File: src/rtl/lcr_pkg.sv
package lcr_pkg;

    typedef enum logic [1:0] {
        ACC_LOAD  = 2'b00,
        ACC_STORE = 2'b01,
        ACC_FETCH = 2'b10,
        ACC_SPARE = 2'b11
    } acc_e;

    typedef enum logic [1:0] {
        SPC_PRIMARY   = 2'b00,
        SPC_ACCREG    = 2'b01,
        SPC_SECONDARY = 2'b10,
        SPC_HOME      = 2'b11
    } space_e;

    localparam int PAGE_BITS  = 12;
    localparam int WIN_BITS   = 13;
    localparam int GUARD_SPAN = 512;
    localparam int N_SPACES   = 3;

endpackage

File: src/rtl/lcr_prefix_reg.sv
module lcr_prefix_reg #(
    parameter int ADDR_W   = 64,
    parameter int WIN_BITS = 13,
    localparam int HI_W    = ADDR_W - WIN_BITS
) (
    input  logic            clk,
    input  logic            rst_n,
    input  logic            wr_en,
    input  logic [HI_W-1:0] wr_hi,
    output logic [HI_W-1:0] prefix_hi
);

    logic [HI_W-1:0] prefix_d, prefix_q;

    always_comb begin
        prefix_d = prefix_q;
        if (wr_en) begin
            prefix_d = wr_hi;
        end
    end

    always_ff @(posedge clk or negedge rst_n) begin
        if (!rst_n) begin
            prefix_q <= '0;
        end else begin
            prefix_q <= prefix_d;
        end
    end

    assign prefix_hi = prefix_q;


    prefix_hold_chk: assert property (@(posedge clk) disable iff (!rst_n)
        !$past(wr_en) |-> $stable(prefix_hi));

endmodule

File: src/rtl/lcr_addr_swap.sv
module lcr_addr_swap #(
    parameter int ADDR_W   = 64,
    parameter int WIN_BITS = 13,
    localparam int HI_W    = ADDR_W - WIN_BITS
) (
    input  logic              clk,
    input  logic              rst_n,
    input  logic [ADDR_W-1:0] real_i,
    input  logic [HI_W-1:0]   prefix_hi,
    output logic [ADDR_W-1:0] abs_o
);

    logic [HI_W-1:0]     page_hi;
    logic [WIN_BITS-1:0] offs;
    logic                in_low, in_pfx;

    always_comb begin
        page_hi = real_i[ADDR_W-1:WIN_BITS];
        offs    = real_i[WIN_BITS-1:0];
        in_low  = (page_hi == '0);
        in_pfx  = (page_hi == prefix_hi);
        if (in_low) begin
            abs_o = {prefix_hi, offs};
        end else if (in_pfx) begin
            abs_o = {{HI_W{1'b0}}, offs};
        end else begin
            abs_o = real_i;
        end
    end

    // the offset inside an 8 KB window never changes
    offset_keep_chk: assert property (@(posedge clk) disable iff (!rst_n)
        abs_o[WIN_BITS-1:0] == real_i[WIN_BITS-1:0]);

endmodule

File: src/rtl/lcr_guard.sv
module lcr_guard
    import lcr_pkg::*;
#(
    parameter int ADDR_W = 64
) (
    input  logic                clk,
    input  logic                rst_n,
    input  logic [ADDR_W-1:0]   real_i,
    input  logic                is_store,
    input  logic                prot_en,
    input  logic                xlate_on,
    input  space_e              space,
    input  logic [N_SPACES-1:0] private_i,
    output logic                fault_o,
    output logic                noreuse_o,
    output logic                mode_err_o
);

    localparam logic [ADDR_W-1:0] LOW_LIMIT  = ADDR_W'(2 ** (PAGE_BITS + 1));
    localparam logic [ADDR_W-1:0] PG1_BASE   = ADDR_W'(2 ** PAGE_BITS);
    localparam logic [ADDR_W-1:0] SPAN       = ADDR_W'(GUARD_SPAN);

    logic low_page, low_byte, priv_sel, guard_on;

    always_comb begin
        low_page = (real_i < LOW_LIMIT);
        low_byte = (real_i < SPAN) ||
                   ((real_i >= PG1_BASE) && (real_i < PG1_BASE + SPAN));
        unique case (space)
            SPC_SECONDARY: priv_sel = private_i[1];
            SPC_HOME:      priv_sel = private_i[2];
            default:       priv_sel = private_i[0];
        endcase
        mode_err_o = xlate_on && (space == SPC_ACCREG);
        guard_on   = prot_en && !mode_err_o && (!xlate_on || !priv_sel);
        noreuse_o  = guard_on && low_page;
        fault_o    = noreuse_o && low_byte && is_store;
    end


    fault_implies_noreuse_chk: assert property (@(posedge clk) disable iff (!rst_n)
        fault_o |-> noreuse_o);


    err_quiet_chk: assert property (@(posedge clk) disable iff (!rst_n)
        mode_err_o |-> (!fault_o && !noreuse_o));


    guard_off_chk: assert property (@(posedge clk) disable iff (!rst_n)
        !prot_en |-> !noreuse_o);

endmodule

File: src/rtl/lowcore_remap_unit.sv
module lowcore_remap_unit
    import lcr_pkg::*;
#(
    parameter int ADDR_W = 64,
    localparam int HI_W  = ADDR_W - WIN_BITS
) (
    input  logic              clk,
    input  logic              rst_n,
    input  logic              prefix_wr,
    input  logic [ADDR_W-1:0] prefix_wdata,
    input  logic              req_valid,
    output logic              req_ready,
    input  logic [ADDR_W-1:0] req_addr,
    input  logic [1:0]        req_acc,
    input  logic              prot_en,
    input  logic              xlate_on,
    input  logic [1:0]        space_sel,
    input  logic [2:0]        space_private,
    output logic              rsp_valid,
    output logic [ADDR_W-1:0] rsp_abs_addr,
    output logic              rsp_prot_fault,
    output logic              rsp_wr_noreuse,
    output logic              rsp_mode_err
);

    typedef struct packed {
        logic              valid;
        logic [ADDR_W-1:0] addr;
        logic              fault;
        logic              noreuse;
        logic              err;
    } rsp_t;

    rsp_t rsp_d, rsp_q;

    logic [HI_W-1:0]   prefix_hi;
    logic [ADDR_W-1:0] swapped;
    logic              g_fault, g_noreuse, g_err, accept;
    logic              unused_prefix_low;

    assign unused_prefix_low = ^prefix_wdata[WIN_BITS-1:0];

    lcr_prefix_reg #(.ADDR_W(ADDR_W), .WIN_BITS(WIN_BITS)) i_prefix (
        .clk       (clk),
        .rst_n     (rst_n),
        .wr_en     (prefix_wr),
        .wr_hi     (prefix_wdata[ADDR_W-1:WIN_BITS]),
        .prefix_hi (prefix_hi)
    );

    lcr_addr_swap #(.ADDR_W(ADDR_W), .WIN_BITS(WIN_BITS)) i_swap (
        .clk       (clk),
        .rst_n     (rst_n),
        .real_i    (req_addr),
        .prefix_hi (prefix_hi),
        .abs_o     (swapped)
    );

    lcr_guard #(.ADDR_W(ADDR_W)) i_guard (
        .clk        (clk),
        .rst_n      (rst_n),
        .real_i     (req_addr),
        .is_store   (req_acc == ACC_STORE),
        .prot_en    (prot_en),
        .xlate_on   (xlate_on),
        .space      (space_e'(space_sel)),
        .private_i  (space_private),
        .fault_o    (g_fault),
        .noreuse_o  (g_noreuse),
        .mode_err_o (g_err)
    );

    assign req_ready = !prefix_wr;
    assign accept    = req_valid && req_ready;

    always_comb begin
        rsp_d       = '0;
        rsp_d.valid = accept;
        if (accept) begin
            rsp_d.fault   = g_fault;
            rsp_d.noreuse = g_noreuse;
            rsp_d.err     = g_err;
            rsp_d.addr    = (g_fault || g_err) ? '0 : swapped;
        end
    end

    always_ff @(posedge clk or negedge rst_n) begin
        if (!rst_n) begin
            rsp_q <= '0;
        end else begin
            rsp_q <= rsp_d;
        end
    end

    assign rsp_valid      = rsp_q.valid;
    assign rsp_abs_addr   = rsp_q.addr;
    assign rsp_prot_fault = rsp_q.fault;
    assign rsp_wr_noreuse = rsp_q.noreuse;
    assign rsp_mode_err   = rsp_q.err;


    fault_needs_store_chk: assert property (@(posedge clk) disable iff (!rst_n)
        rsp_prot_fault |-> ($past(req_acc) == ACC_STORE));


    fault_no_addr_chk: assert property (@(posedge clk) disable iff (!rst_n)
        rsp_prot_fault |-> (rsp_abs_addr == '0));


    rsp_after_req_chk: assert property (@(posedge clk) disable iff (!rst_n)
        rsp_valid |-> ($past(req_valid) && !$past(prefix_wr)));


    err_no_addr_chk: assert property (@(posedge clk) disable iff (!rst_n)
        rsp_mode_err |-> (rsp_abs_addr == '0 && rsp_valid));

endmodule

File: config.mk
export PLATFORM = sky130hd
export DESIGN_NAME = lowcore_remap_unit
export DESIGN_NICKNAME = d
export VERILOG_FILES = /design/src/rtl/lcr_pkg.sv /design/src/rtl/lcr_prefix_reg.sv /design/src/rtl/lcr_addr_swap.sv /design/src/rtl/lcr_guard.sv /design/src/rtl/lowcore_remap_unit.sv
export SDC_FILE = /design/constraint.sdc
export NUM_CORES = 1
export LEC_CHECK = 0
export CAP_MARGIN = 25
export CORE_MARGIN = 10
export CORE_UTILIZATION = 38
export CTS_CLUSTER_SIZE = 10
export DETAILED_ROUTE_END_ITERATION = 8
export PLACE_DENSITY = 0.74
export SLEW_MARGIN = 20
export SYNTH_ARGS = -nofsm -noshare
export SYNTH_HDL_FRONTEND = slang
export SYNTH_SLANG_ARGS = --single-unit
File: constraint.sdc
create_clock -name clk -period 1.7 [get_ports clk]
set_input_delay 0.17 -clock clk [delete_from_list [all_inputs] [get_ports clk]]
set_output_delay 0.17 -clock clk [all_outputs]
set_load 0.05 [all_outputs]
==> results of run 1 <==
-- state kept, by name, summed over array words and instances (netlist names) --
| register | flops |
|---|---|
| rsp_abs_addr | 64 |
| i_prefix.prefix_hi | 51 |
| rsp_mode_err | 1 |
| rsp_prot_fault | 1 |
| rsp_valid | 1 |
| rsp_wr_noreuse | 1 |
-- worst min-delay path, stage by stage --
cell	delay, ns
dlymetal6s2s_1	0.16
nand2_1	0.07
o21ai_1	0.06
-- kinds of logic after synthesis --
| logic type | synth area share [%] |
|---|---|
| and+or+nand+nor | 16.6 |
| AOI/OAI and AO/OA | 5.32 |
| xor gates and xnor gates | 8.40 |
| DFF | 56.0 |
| muxes | 11.0 |
| buffers and inverters | 2.61 |
-- layout by cell type (no fill, tap or decap), types with 11 or more instances in the layout --
cell               n
clkdlybuf4s50_1   75
dlymetal6s2s_1    12
buf_4            140
and2_1            11
clkbuf_16         20
buf_12            13
o21ai_2           32
nand2_1           52
dlygate4sd2_1     60
nor4_2            17
mux2_2            51
o21ai_1           16
dfrtp_1          119
nand4_1           55
xor2_1            48
-- through the flow --
| step | cell area [sq um] | hold slack, ns | TNS (ns) | cells |
|---|---|---|---|---|
| after global placement | 8220 | 0.117 | -48.65 | 924 |
| after CTS | 8970 | 0.132 | -15.85 | 963 |
| after detailed placement | 8220 | 0.123 | -50.19 | 924 |
| final | 9340 | 0.0733 | -13.78 | 973 |
| after floorplan | 5330 | -0.126 | -1.20 | 473 |
| after global routing | 9340 | 0.0685 | -17.04 | 972 |
-- layout make-up --
type | count | area, sq um
repair buffers | 318 | 2930
inverters | 1 | 3.75
clock buffers | 23 | 478
fillers | 1036 | 4430
diodes | 3 | 7.51
well taps | 180 | 225
clock inverters | 9 | 123
multi-input cells | 320 | 2590
flip-flops and latches | 119 | 2980
-- worst paths after layout --
path	from	slack (ns)	endpoint	cells past startpoint
max	i_prefix.prefix_hi[40]$_DFFE_PN0P_	-0.30	rsp_abs_addr[31]$_DFF_PN0_	7
min	req_addr[43]	0.07	rsp_abs_addr[43]$_DFF_PN0_	3
max reg2reg	i_prefix.prefix_hi[40]$_DFFE_PN0P_	-0.30	rsp_abs_addr[31]$_DFF_PN0_	7
min reg2reg	i_prefix.prefix_hi[36]$_DFFE_PN0P_	0.56	i_prefix.prefix_hi[36]$_DFFE_PN0P_	1
max in group asynchronous	rst_n	0.94	i_prefix.prefix_hi[29]$_DFFE_PN0P_	3
min in group asynchronous	rst_n	0.23	i_prefix.prefix_hi[42]$_DFFE_PN0P_	2
-- power by group --
part,total [mW],internal (mW),switching [mW]
clock,3.65,2.40,1.25
combinational,1.59,0.775,0.810
sequential,3.13,3.02,0.116
-- metal layers --
metal  share of wire [%]  global-route usage (%)  wire length [um]  up-vias
met2                  51                    34.7             10500      214
met1                  40                    23.6              8160     2533
met5                   0                       0                 0        -
li1                    -                       -                 -     2318
met3                 6.3                    5.27              1290       41
met4                 3.0                    9.27               617        0
-- timing repair --
action                                  4_1_cts  5_1_grt
resized for setup                           131       97
endpoints found under the hold margin        25        0
pin swaps                                    22       55
hold buffers                                  1        0
setup buffers                                 4        4
gates cloned                                  3        3
endpoints found under the setup margin       98       66
==> flow_metrics.py, run 1 <==
metrics = {
    "finish": {
        "area_growth_pct": 75.8,
        "drive_gt1_share_pct": 40.1,
        "final_util_pct": 67.8,
        "final_nets": 918,
    },
    "timing": {
        "finalCritPeriodShare_pct": 117,
        "fmax_mhz": 501,
        "finalSetupViolCount": 51,
        "timing.slew.headroom_pct": 64.8,
        "finalHoldViolCount": 0,
        "rsz0062_at_grt": "true",
        "final.setup.worst_slack_ns": -0.297,
        "worst_slew_pin_slew_ns": 0.530,
        "skew_ns": 0.0106,
        "drv_slew": 0,
        "min_period_ns": 2.00,
    },
    "job": {
        "maxCapViolations": 0,
    },
    "grt": {
        "grt_max_degree": 54,
        "antenna_found_initial": 3,
        "grt_pass1_vias": 5548,
        "grt_overflow": 0,
        "grt_pass1_wl_um": 31000,
        "track_usage_pct": 20.4,
    },
    "critical_path": {
        "path_cells": "xor2_1, nor4_1, nand4_1, nor4_4, buf_6, buf_12, o21ai_1",
        "slowest_delay_ns": 0.39,
        "cp_data_arrival_time_ns": 2.29,
        "cp_top_family": "simple AND/OR/NAND/NOR gates",
        "crit_buf_inv": 2,
        "critPathCaptureType": "flip-flop",
        "worstSetupPathType": "flip-flop to flip-flop",
        "crit_path_top_delay_cell": "dfrtp_1",
        "cp-start-kind": "flip-flop",
        "worstPathRequired_ns": 2.00,
        "cp_max_fo": 13,
    },
    "drt": {
        "drcViolationCount": 0,
        "routedWlPerCell_um": 21.1,
        "antenna_left": 0,
        "via_per_inst": 5.25,
        "first_iter_violations": 294,
        "vias": 5106,
        "drt_first_pass_iters": 4,
        "wl_um": 20500,
    },
    "logic_synthesis": {
        "synth_area_leaders": "dfrtp_1, mux2_2, xor2_1, nand4_1, nand2_1",
        "synth_cells": 473,
        "syn_nets": 614,
        "ys_seq_area_share_pct": 56.0,
        "syn_avg_cell_area_sq_um": 11.2,
        "yosys_register_bits": 119,
        "synth-edff-count": 0,
        "ys_warn_count": 0,
        "synth-main-ff-cell": "dfrtp_1",
        "synth_area_sq_um": 5320,
        "async_reset_ff_share_pct": 100,
        "synth_top_area_share_pct": 56.0,
        "synth_cell_types": 26,
        "post-synth-top-area-cell": "dfrtp_1",
        "netlist_top_cells_count": "dfrtp_1, nand4_1, nand2_1",
        "yosys.cell_count.top_type": "dfrtp_1",
    },
    "floorplan": {
        "start_util_pct": 38.6,
        "die_height_um": 138,
        "die_w_um": 138,
        "die_area_sq_um": 19100,
        "core.rowCount": 43,
        "design.core.area_sq_um": 13800,
        "io_pins": 210,
    },
    "placed_design": {
        "place.gp.congestion": 0.856,
        "hpwl_um": 14600,
        "dp_slack_ns": -0.811,
        "port_buffers": 196,
    },
    "pwr": {
        "power_density_nw_per_um2": 896,
        "total_power_mw": 8.37,
        "peakVddDrop_mv": 0.690,
        "power_leakage_nw": 4.40,
    },
    "clock_tree": {
        "cts_made_buffers": 17,
        "tritoncts": "yes",
        "clockBufferDepth": 2,
        "clkSinkCount": 119,
        "clk_pin_slew_worst_paths_ns": 0.06,
        "htree_levels": 4,
        "clock_latency_ns": 0.42,
        "cts-root-buf": "clkbuf_16",
    },
    "outcome": {
        "status": "finished with violations",
        "violations": "negative setup slack",
    },
    "hold_path": {
        "hold_path_class": "input pin to flip-flop",
    },
}
Note: power is estimated with default switching activity, not from simulation.
==> run 2: changes to the inputs <==
CORE_MARGIN = unset   (was 10)
HOLD_SLACK_MARGIN = 0.02   (was unset)
==> run 2 against run 1 <==
  * The run still ends with negative setup slack left
  * Core utilization up 1.7 points
  * First-iteration DRC count down 0.68%
  * Register-to-register slack worse by 0.08 ns
  * Combinational power about the same
  * Fmax down 3.9%
  * Cell count down 2.0%
  * Die area down 24%
  * Critical path depth up 1
  * Clock skew down 0.0042 ns
  * Clock power up 8.5%
  * Sequential cell count unchanged
  * Count of clock-buffer cells in the layout down 4
  * Critical endpoint is now rsp_abs_addr[30]$_DFF_PN0_
  * Largest power group unchanged
  * Highest routed layer unchanged
==> flow_metrics.py, run 2 (same netlist as run 1, synthesis figures left out) <==
metrics = {
    "outcome": {
        "status": "finished with violations",
        "violations": "negative setup slack",
    },
    "floorplan": {
        "io_pins": 210,
        "design.core.area_sq_um": 13500,
        "die_height_um": 120,
        "die_area_sq_um": 14500,
        "core.rowCount": 42,
        "start_util_pct": 39.5,
        "die_w_um": 120,
    },
    "critical_path": {
        "worstSetupPathType": "flip-flop to flip-flop",
        "critPathCaptureType": "flip-flop",
        "cp_max_fo": 6,
        "cp_data_arrival_time_ns": 2.38,
        "r2r_start": "i_prefix.prefix_hi[0]$_DFFE_PN0P_",
        "cp-start-kind": "flip-flop",
        "timing.rr.end": "rsp_abs_addr[30]$_DFF_PN0_",
        "reg2regPathDepth": 8,
        "r2r_setup_slack_ns": -0.38,
        "worstPathRequired_ns": 2.00,
    },
    "timing": {
        "finalHoldViolCount": 0,
        "min_period_ns": 2.08,
        "finalCritPeriodShare_pct": 122,
        "drv_slew": 0,
        "fmax_mhz": 481,
        "finalSetupViolCount": 58,
        "timing.slew.headroom_pct": 64.2,
        "skew_ns": 0.00634,
        "final.setup.worst_slack_ns": -0.378,
        "rsz0062_at_grt": "true",
        "worst_slew_pin_slew_ns": 0.540,
    },
    "finish": {
        "drive_gt1_share_pct": 39.6,
        "area_growth_pct": 75.9,
        "stdcell_area_sq_um": 9350,
        "layout_common_cells": "dfrtp_1, buf_4, dlygate4sd2_1",
        "fillers": 969,
        "final_util_pct": 69.5,
        "final_nets": 905,
        "final_common_cell": "dfrtp_1",
        "largest_register_ffs": 64,
    },
    "placed_design": {
        "placed_cell_area_sq_um": 8180,
        "place.gp.congestion": 0.815,
        "hpwl_um": 12800,
        "port_buffers": 196,
    },
    "grt": {
        "grt_pass1_vias": 5369,
        "track_usage_pct": 27.2,
        "grt_overflow": 0,
        "grt_max_degree": 64,
        "antenna_found_initial": 1,
        "grt_pass1_wl_um": 29400,
    },
    "job": {
        "maxCapViolations": 0,
    },
    "clock_tree": {
        "clk_pin_slew_worst_paths_ns": 0.05,
        "cts-root-buf": "clkbuf_16",
        "cts_made_buffers": 17,
        "htree_levels": 4,
        "clockBufferDepth": 2,
        "tritoncts": "yes",
        "clock_latency_ns": 0.42,
        "clkSinkCount": 119,
    },
    "hold_path": {
        "hold_path_class": "input pin to flip-flop",
        "hold_path_startpoint": "req_addr[58]",
        "whs_endpoint": "rsp_abs_addr[58]$_DFF_PN0_",
        "hold_path_depth": 3,
    },
    "drt": {
        "routedWlPerCell_um": 20.6,
        "vias": 5133,
        "drcViolationCount": 0,
        "drt_first_pass_iters": 4,
        "first_iter_violations": 292,
        "wl_um": 19700,
        "antenna_left": 0,
        "via_per_inst": 5.38,
    },
    "pwr": {
        "power_leakage_nw": 4.35,
        "power_density_nw_per_um2": 925,
        "peakVddDrop_mv": 0.522,
    },
}
[run 2: cell type report]
cell class,instances,area [sq um],area share [%]
tap,176,220,2.36
inverter,1,3.75,0.0402
clock buffer,19,453,4.85
timing repair buffer,305,2830,30.3
multi-input combinational,320,2660,28.4
sequential,119,2980,31.9
clock inverter,13,201,2.15
antenna,1,2.50,0.0268
[run 2: worst max-delay path by stage]
stage / start / to
2_1_floorplan: i_prefix.prefix_hi[16]$_DFFE_PN0P_ / rsp_abs_addr[23]$_DFF_PN0_
3_3_place_gp: req_addr[48] / rsp_abs_addr[7]$_DFF_PN0_
3_5_place_dp: req_addr[48] / rsp_abs_addr[3]$_DFF_PN0_
4_1_cts: i_prefix.prefix_hi[42]$_DFFE_PN0P_ / rsp_abs_addr[56]$_DFF_PN0_
5_1_grt: i_prefix.prefix_hi[0]$_DFFE_PN0P_ / rsp_abs_addr[53]$_DFF_PN0_
6_report: i_prefix.prefix_hi[0]$_DFFE_PN0P_ / rsp_abs_addr[30]$_DFF_PN0_
[run 2: routing by layer]
layer	part of all wire [%]	track usage, %	vias to the layer above	wire, um
met2	50	45.8	229	9880
met1	40	33.5	2562	7840
met5	0	0	-	0
li1	-	-	2295	-
met3	6.7	6.42	47	1310
met4	3.2	11.0	0	636
[run 2: power by group]
group | internal, mW | switching (mW)
logic | 0.747 | 0.814
clock network | 2.67 | 1.29
registers | 3.02 | 0.113
[run 2: repair_timing]
action / 4_1_cts / 5_1_grt
hold endpoints to repair: 119 / 0
setup endpoints to repair: 121 / 65
pin swaps: 15 / 61
buffers inserted: 2 / 0
hold buffers: 1 / 0
resized for setup: 174 / 125
cloned: 3 / 6
[run 2: worst max-delay path, stage by stage (launching register included)]
cell,delay (ns)
dfrtp_1,0.41
xor2_1,0.19
nor4_1,0.32
buf_4,0.18
nand3_4,0.06
nor4_4,0.34
buf_6,0.23
clkbuf_16,0.18
o21ai_2,0.06
[run 2: through the flow]
step	setup WS, ns	TNS, ns	cells	power [mW]	hold slack, ns
4_1_cts	-0.329	-15.14	947	8.63	0.0973
2_1_floorplan	-0.0259	-1.20	473	3.77	-0.126
5_1_grt	-0.396	-19.08	954	8.92	0.0208
3_5_place_dp	-0.824	-49.92	910	4.69	-0.00623
3_3_place_gp	-0.798	-47.58	910	4.66	-0.00719
6_report	-0.378	-17.30	954	8.65	0.0235
